File: src/rtl/hdr_rx_pkg.sv
// Shared constants and types for the header-directed receive DMA.
// Assumes a fixed 64-bit header word and 32-bit byte addresses.
package hdr_rx_pkg;

    localparam int HDR_W      = 64;
    localparam int ADDR_W     = 32;
    localparam int BEAT_BYTES = HDR_W / 8;
    localparam int BEAT_LSB   = $clog2(BEAT_BYTES);

    // Register selects
    localparam logic [1:0] SEL_CTRL  = 2'd0;
    localparam logic [1:0] SEL_RCV   = 2'd1;
    localparam logic [1:0] SEL_HLO   = 2'd2;  // read: header low, write: restart
    localparam logic [1:0] SEL_HHI   = 2'd3;

    // Interrupt modes in control bits [2:1]
    localparam logic [1:0] IRQ_FOLLOW = 2'd0;
    localparam logic [1:0] IRQ_ALWAYS = 2'd1;
    localparam logic [1:0] IRQ_NEVER  = 2'd2;

    typedef struct packed {
        logic [3:0]  ver;
        logic [3:0]  act;
        logic [23:0] rsvd;
        logic [31:0] dest;
    } rx_hdr_t;

    typedef struct packed {
        logic       dbg_freeze;
        logic [1:0] irq_mode;
        logic       addr_ovr;
    } ctrl_t;

    typedef enum logic [1:0] {
        ST_IDLE = 2'd0,
        ST_DATA = 2'd1,
        ST_FIN  = 2'd2
    } rx_state_t;

endpackage

File: src/rtl/hdr_rx_regs.sv
// Software-visible registers: control, receiver address, captured header.
// A write to SEL_HLO produces a one-cycle restart pulse; SEL_HHI is read-only.
// Assumes reads are combinational on reg_sel.
module hdr_rx_regs
    import hdr_rx_pkg::*;
(
    input  logic             clk,
    input  logic             rst_n,
    input  logic             reg_we,
    input  logic [1:0]       reg_sel,
    input  logic [31:0]      reg_wdata,
    output logic [31:0]      reg_rdata,
    input  logic             hdr_load,
    input  logic [HDR_W-1:0] hdr_in,
    output ctrl_t            ctrl,
    output logic [31:0]      rcv_addr,
    output logic             restart
);

    logic [HDR_W-1:0] hdr_q;

    // Holds control and receiver-address registers written by software.
    always_ff @(posedge clk) begin
        if (!rst_n) begin
            ctrl     <= '0;
            rcv_addr <= '0;
        end else if (reg_we) begin
            if (reg_sel == SEL_CTRL) ctrl     <= ctrl_t'(reg_wdata[3:0]);
            if (reg_sel == SEL_RCV)  rcv_addr <= reg_wdata;
        end
    end

    // Captures each accepted header for readback.
    always_ff @(posedge clk) begin
        if (!rst_n)        hdr_q <= '0;
        else if (hdr_load) hdr_q <= hdr_in;
    end

    // Decodes the restart command.
    assign restart = reg_we && (reg_sel == SEL_HLO);

    // Read mux.
    always_comb begin
        case (reg_sel)
            SEL_CTRL: reg_rdata = {28'd0, ctrl};
            SEL_RCV:  reg_rdata = rcv_addr;
            SEL_HLO:  reg_rdata = hdr_q[31:0];
            default:  reg_rdata = hdr_q[63:32];
        endcase
    end

endmodule

File: src/rtl/hdr_rx_policy.sv
// Combines header action bits with control-register overrides to decide
// destination source, interrupt and post-packet freeze. Purely combinational.
module hdr_rx_policy
    import hdr_rx_pkg::*;
(
    input  logic [1:0] act,
    input  ctrl_t      ctrl,
    output logic       use_rcv,
    output logic       want_irq,
    output logic       want_freeze
);

    // Address source: the override bit or the action bit selects the receiver register.
    assign use_rcv = ctrl.addr_ovr | act[0];

    // Interrupt decision: the mode overrides, otherwise the action bit decides.
    always_comb begin
        case (ctrl.irq_mode)
            IRQ_ALWAYS: want_irq = 1'b1;
            IRQ_NEVER:  want_irq = 1'b0;
            default:    want_irq = act[1];
        endcase
    end

    // Freeze after any interrupting packet or always in debug mode.
    assign want_freeze = want_irq | ctrl.dbg_freeze;

endmodule

File: src/rtl/hdr_rx_addrgen.sv
// Beat address counter with page-boundary detection. Loads an aligned start
// on a header and steps one beat per data word. Assumes PAGE_BYTES is a power
// of two no smaller than one beat.
module hdr_rx_addrgen #(
    parameter  int ADDR_W     = 32,
    parameter  int PAGE_BYTES = 4096,
    parameter  int BEAT_BYTES = 8,
    localparam int LSB        = $clog2(BEAT_BYTES),
    localparam int PG_BITS    = $clog2(PAGE_BYTES),
    localparam int PGN_W      = ADDR_W - PG_BITS
) (
    input  logic              clk,
    input  logic              rst_n,
    input  logic              load,
    input  logic [ADDR_W-1:LSB] start_beat,
    input  logic              step,
    output logic [ADDR_W-1:0] cur_addr,
    output logic              in_page
);

    logic [ADDR_W-LSB-1:0] cur_beat;
    logic [PGN_W-1:0]      base_pg;

    // Tracks the current beat address and the page the packet started in.
    always_ff @(posedge clk) begin
        if (!rst_n) begin
            cur_beat <= '0;
            base_pg  <= '0;
        end else if (load) begin
            cur_beat <= start_beat;
            base_pg  <= start_beat[ADDR_W-1:PG_BITS];
        end else if (step) begin
            cur_beat <= cur_beat + 1'b1;
        end
    end

    assign cur_addr = {cur_beat, {LSB{1'b0}}};
    assign in_page  = (cur_addr[ADDR_W-1:PG_BITS] == base_pg);

endmodule

File: src/rtl/hdr_rx_dma.sv
// Top of the header-directed receive DMA. Accepts header then data words,
// issues one write per in-page data word through a single-entry output
// register, raises irq and closes the input per the policy at completion.
// Assumes the upstream stream never drops s_valid mid-packet semantics matter
// only at handshakes; decisions are fixed when the header is taken.
module hdr_rx_dma
    import hdr_rx_pkg::*;
#(
    parameter int PAGE_BYTES = 4096
) (
    input  logic              clk,
    input  logic              rst_n,
    input  logic              s_valid,
    input  logic [HDR_W-1:0]  s_data,
    input  logic              s_last,
    output logic              s_ready,
    output logic              w_valid,
    output logic [ADDR_W-1:0] w_addr,
    output logic [HDR_W-1:0]  w_data,
    input  logic              w_ready,
    input  logic              reg_we,
    input  logic [1:0]        reg_sel,
    input  logic [31:0]       reg_wdata,
    output logic [31:0]       reg_rdata,
    output logic              irq,
    output logic              pkt_err
);

    rx_state_t         state;
    rx_hdr_t           hdr_now;
    ctrl_t             ctrl;
    logic [31:0]       rcv_addr;
    logic              restart;
    logic              use_rcv, want_irq, want_frz;
    logic              irq_pend, frz_pend, drop_seen, frozen;
    logic              wr_free, hdr_fire, beat_fire, done;
    logic [ADDR_W-1:0] start_addr, cur_addr;
    logic              in_page;

    assign hdr_now    = rx_hdr_t'(s_data);
    assign start_addr = use_rcv ? rcv_addr : hdr_now.dest;

    assign wr_free   = !w_valid || w_ready;
    assign s_ready   = ((state == ST_IDLE) && !frozen) || ((state == ST_DATA) && wr_free);
    assign hdr_fire  = s_valid && s_ready && (state == ST_IDLE);
    assign beat_fire = s_valid && s_ready && (state == ST_DATA);
    assign done      = (state == ST_FIN) && wr_free;

    hdr_rx_regs u_regs (
        .clk       (clk),
        .rst_n     (rst_n),
        .reg_we    (reg_we),
        .reg_sel   (reg_sel),
        .reg_wdata (reg_wdata),
        .reg_rdata (reg_rdata),
        .hdr_load  (hdr_fire),
        .hdr_in    (s_data),
        .ctrl      (ctrl),
        .rcv_addr  (rcv_addr),
        .restart   (restart)
    );

    hdr_rx_policy u_policy (
        .act         (hdr_now.act[1:0]),
        .ctrl        (ctrl),
        .use_rcv     (use_rcv),
        .want_irq    (want_irq),
        .want_freeze (want_frz)
    );

    hdr_rx_addrgen #(
        .ADDR_W     (ADDR_W),
        .PAGE_BYTES (PAGE_BYTES),
        .BEAT_BYTES (BEAT_BYTES)
    ) u_addr (
        .clk        (clk),
        .rst_n      (rst_n),
        .load       (hdr_fire),
        .start_beat (start_addr[ADDR_W-1:BEAT_LSB]),
        .step       (beat_fire),
        .cur_addr   (cur_addr),
        .in_page    (in_page)
    );

    // Packet sequencing: header, data words, then wait for the last write.
    always_ff @(posedge clk) begin
        if (!rst_n) begin
            state <= ST_IDLE;
        end else begin
            case (state)
                ST_IDLE: if (hdr_fire)  state <= s_last ? ST_FIN : ST_DATA;
                ST_DATA: if (beat_fire && s_last) state <= ST_FIN;
                ST_FIN:  if (done)      state <= ST_IDLE;
                default: state <= ST_IDLE;
            endcase
        end
    end

    // Single-entry write request register.
    always_ff @(posedge clk) begin
        if (!rst_n) begin
            w_valid <= 1'b0;
            w_addr  <= '0;
            w_data  <= '0;
        end else if (beat_fire && in_page) begin
            w_valid <= 1'b1;
            w_addr  <= cur_addr;
            w_data  <= s_data;
        end else if (w_ready) begin
            w_valid <= 1'b0;
        end
    end

    // Latches the per-packet decisions and records dropped words.
    always_ff @(posedge clk) begin
        if (!rst_n) begin
            irq_pend  <= 1'b0;
            frz_pend  <= 1'b0;
            drop_seen <= 1'b0;
        end else if (hdr_fire) begin
            irq_pend  <= want_irq;
            frz_pend  <= want_frz;
            drop_seen <= 1'b0;
        end else if (beat_fire && !in_page) begin
            drop_seen <= 1'b1;
        end
    end

    // Completion effects: interrupt, input freeze, error pulse; restart reopens.
    always_ff @(posedge clk) begin
        if (!rst_n) begin
            irq     <= 1'b0;
            frozen  <= 1'b0;
            pkt_err <= 1'b0;
        end else begin
            pkt_err <= 1'b0;
            if (restart) begin
                irq    <= 1'b0;
                frozen <= 1'b0;
            end
            if (done) begin
                irq     <= irq_pend;
                frozen  <= frz_pend;
                pkt_err <= drop_seen;
            end
        end
    end

endmodule

File: config.mk
export PLATFORM = sky130hd
export DESIGN_NAME = hdr_rx_dma
export DESIGN_NICKNAME = d
export VERILOG_FILES = /design/src/rtl/hdr_rx_pkg.sv /design/src/rtl/hdr_rx_regs.sv /design/src/rtl/hdr_rx_policy.sv /design/src/rtl/hdr_rx_addrgen.sv /design/src/rtl/hdr_rx_dma.sv
export SDC_FILE = /design/constraint.sdc
export NUM_CORES = 1
export LEC_CHECK = 0
export ABC_AREA = 0
export BUFFER_PORTS_ARGS = -buffer_cell sky130_fd_sc_hd__clkbuf_2
export CAP_MARGIN = 20
export CORE_MARGIN = 1
export CORE_UTILIZATION = 60
export DETAILED_ROUTE_END_ITERATION = 7
export GPL_TIMING_DRIVEN = 0
export PLACE_DENSITY = 0.94
export SLEW_MARGIN = 15
export SYNTH_ARGS = -nofsm -noshare
export SYNTH_HDL_FRONTEND = slang
export SYNTH_HIERARCHICAL = 1
export SYNTH_SLANG_ARGS = --single-unit
File: constraint.sdc
create_clock -name clk -period 4.3 [get_ports clk]
set_input_delay 0.86 -clock clk [delete_from_list [all_inputs] [get_ports clk]]
set_output_delay 0.86 -clock clk [all_outputs]
set_load 0.01 [all_outputs]
==> out/summary.txt <==
Port Buffer Count = 233
Worst Setup Start Kind = input port
Yosys Warn Count = 6
flop2flop setup slack = 1.41 ns
Hold Path Class = reg2reg
most instantiated cells after synthesis = nand2_1 (279), dfxtp_1 (254), mux2i_1 (218)
initial antenna violation count = 0
FMAX = 0.3381 GHz
slew margin rel. = 0.2325
simple-gate share of the synthesized area = 0.1959
complex-gate fraction of the synthesized area = 0.06076
vias in the first global route = 10.49k
layout cells sized above 1 = 0.2537
kind of critical path = in2out
starting density of the core = 0.6137
ys flop type = dfxtp_1
Static Leak = 0.005987 µW
Initial DRT Pass Iterations = 6
Period Utilization, post-route = 0.6878
FP Rows = 51
Total GRT Usage = 0.3572
skew final = 0.03094 ns
hold path depth = 2
startpoint of the worst register-to-register path = u_addr/cur_beat[14]
RSZ-0062 raised after global routing = false
Seq cells post-synth = 254
Final Max Tran Viols = 0
global route overflow = 0
worst-skew pair later-pin latency = 0.56 ns
Post-Syn Area = 11980 µm²
CTS tree = done
Worst R2R Path Depth = 10
Seq/Total Area, Yosys = 0.4243
Peak VDD IR = 0.0003430 V
Antenna Diode Count = 0
Synth area leaders = dfxtp_1 (42%), mux2i_1 (18%), nand2_1 (8.7%), mux2_2 (5.2%), nor2b_1 (4.8%)
Wirelength per Cell = 20.56 µm
status = finished, final reports clean
max-cap viol count = 0
Yosys top cell area share = 0.4243
final hold slack = 0.4555 ns
core area = 19530 µm²
Adder-Cell Fraction of Synth Area = 0.002088
Avg Synthesized Cell Area = 9.557 µm²
Post-DP HPWL = 26730 µm
Die Y = 143.3 µm
IO Count = 236
global placer's final weighted congestion = 0.9526
DR iter-0 viols = 947
Synth cell types = 62
power per cell area = 400.0 nW/µm²
Die Wd = 143.3 µm
EDFF count, synth = 0
Post-Route WL = 37050 µm
most instantiated library cell after synthesis = nand2_1
# DRC = 0
mux share of post-synthesis cell area = 0.2444
buffer depth of the longest clock path = 3
Sum Neg Setup Slack = 0 ns
largest net degree at the start of global routing = 15
Slew @ Worst Pin = 1.141 ns
crit end category = primary output
Setup violations, final = 0
die area = 20540 µm²
Power Total = 5756 µW
nets@finish = 1624
final-report hold violation count = 0
Post-CTS Resized = 0
Root Buffer = clkbuf_16
HP Start = w_addr[8]
main combinational cell family by area after synthesis = multiplexers
Worst EP arrival = 2.10 ns
first-pass GRT wire length = 56570 µm
DR vias = 10.74k
clock sinks = 254
Req. time, crit path = 3.44 ns
Vias per Instance = 5.959
post-layout minimum cycle time = 2.958 ns
Filler cells = 1338
post-synth top area cell = dfxtp_1
Endpoint, Worst Hold = w_addr[8]
Mapped Cells = 1254
hold buffers post-CTS = 0
Layout area overhead = 20.08%
CP max FO = 10
placed cells = 1754
Setup Buffers After CTS = 0
CTS clk-pin slew, worst paths = 0.06 ns
fin cells = 1802
CTS Buf Count = 27
Routed Antenna Nets = 0
H-tree depth = 1
share of synthesized flip-flops with an asynchronous set or reset = 0
Post-Synth XOR/XNOR Area = 0.02339
Worst R2R End = w_data[44]
## power breakdown
| group | total (µW) | internal (µW) | switching, µW | leakage (µW) |
|---|---|---|---|---|
| combinational | 808 | 344 | 464 | 0.00348 |
| sequential | 2570 | 2470 | 108 | 0.00207 |
| clock | 2370 | 1410 | 964 | 0.000446 |
## through the flow
step | instance area [µm²] | setup slack [ns] | util
6_report | 14390 | 1.342 | 0.7370
5_1_grt | 14390 | 1.194 | 0.7370
4_1_cts | 14390 | 1.400 | 0.7370
3_3_place_gp | 13490 | 1.194 | 0.6908
3_5_place_dp | 13490 | 1.074 | 0.6908
2_1_floorplan | 11990 | 1.706 | -
## cells by family after synthesis
family | Yosys count
other | 1
xor gates and xnor gates | 32
DFF | 254
muxes | 280
and+or+nand+nor | 478
AOI/OAI and AO/OA | 102
buffers and inverters | 105
adders and majority gates | 2
## flip-flops by register name (all words and copies together), names as in the netlist, 2 cells and up
register / cells
w_data: 64
w_addr: 32
u_regs/hdr_q: 64
u_regs/ctrl: 4
u_addr/base_pg: 20
state: 2
u_addr/cur_beat: 29
u_regs/rcv_addr: 32
## worst max path at each step
stage | start | to | slack [ns] | cells past startpoint
floorplan | reg_sel[0] | reg_rdata[23] | 1.71 | 4
global placement | s_valid | u_addr/cur_beat[11] | 1.19 | 7
detailed placement | s_valid | u_addr/base_pg[16] | 1.07 | 6
CTS | reg_sel[1] | reg_rdata[13] | 1.40 | 5
global route | u_addr/cur_beat[14] | w_data[44] | 1.19 | 10
finish | reg_sel[0] | reg_rdata[31] | 1.34 | 6
## worst max-delay path, cell delays in order
cell	delay, ns
buf_2	0.25
nor2b_1	0.17
buf_4	0.23
buf_6	0.19
a22o_1	0.23
clkbuf_2	0.16
## placed cells by master, fill, tap and decap left out, types with 5 or more instances in the layout
cell type	instances
a21oi_1	8
a22o_1	32
a31oi_1	6
and3_1	6
and4_1	10
buf_2	15
buf_4	18
buf_6	14
clkbuf_1	57
clkbuf_16	27
clkbuf_2	233
clkinv_2	5
dfxtp_1	254
mux2_2	55
mux2i_1	218
nand2_1	279
nand3_1	13
nand4_1	20
nor2_1	5
nor2b_1	92
nor3_1	7
o211a_1	6
o21ai_0	29
or3_1	9
or4_1	5
xnor2_1	13
xor2_1	19
## final cells by class
cell class / count / area, µm² / share of cell area
buffer: 101 / 570.5 / 0.03965
clock buffer: 38 / 757.0 / 0.05260
clock inverter: 10 / 143.9 / 0.009999
timing repair buffer: 233 / 1166 / 0.08104
multi-input combinational: 897 / 6321 / 0.4393
inverter: 4 / 15.01 / 0.001043
tap: 265 / 331.6 / 0.02304
sequential: 254 / 5085 / 0.3534
## metal layers
metal,routed length (µm),track usage,vias to the layer above
li1,-,-,4851
met1,14790,0.4422,5059
met2,16930,0.5977,680
met3,3258,0.05398,148
met4,2074,0.1971,0
met5,0,0,-
Power figures use the tool's default switching activity.
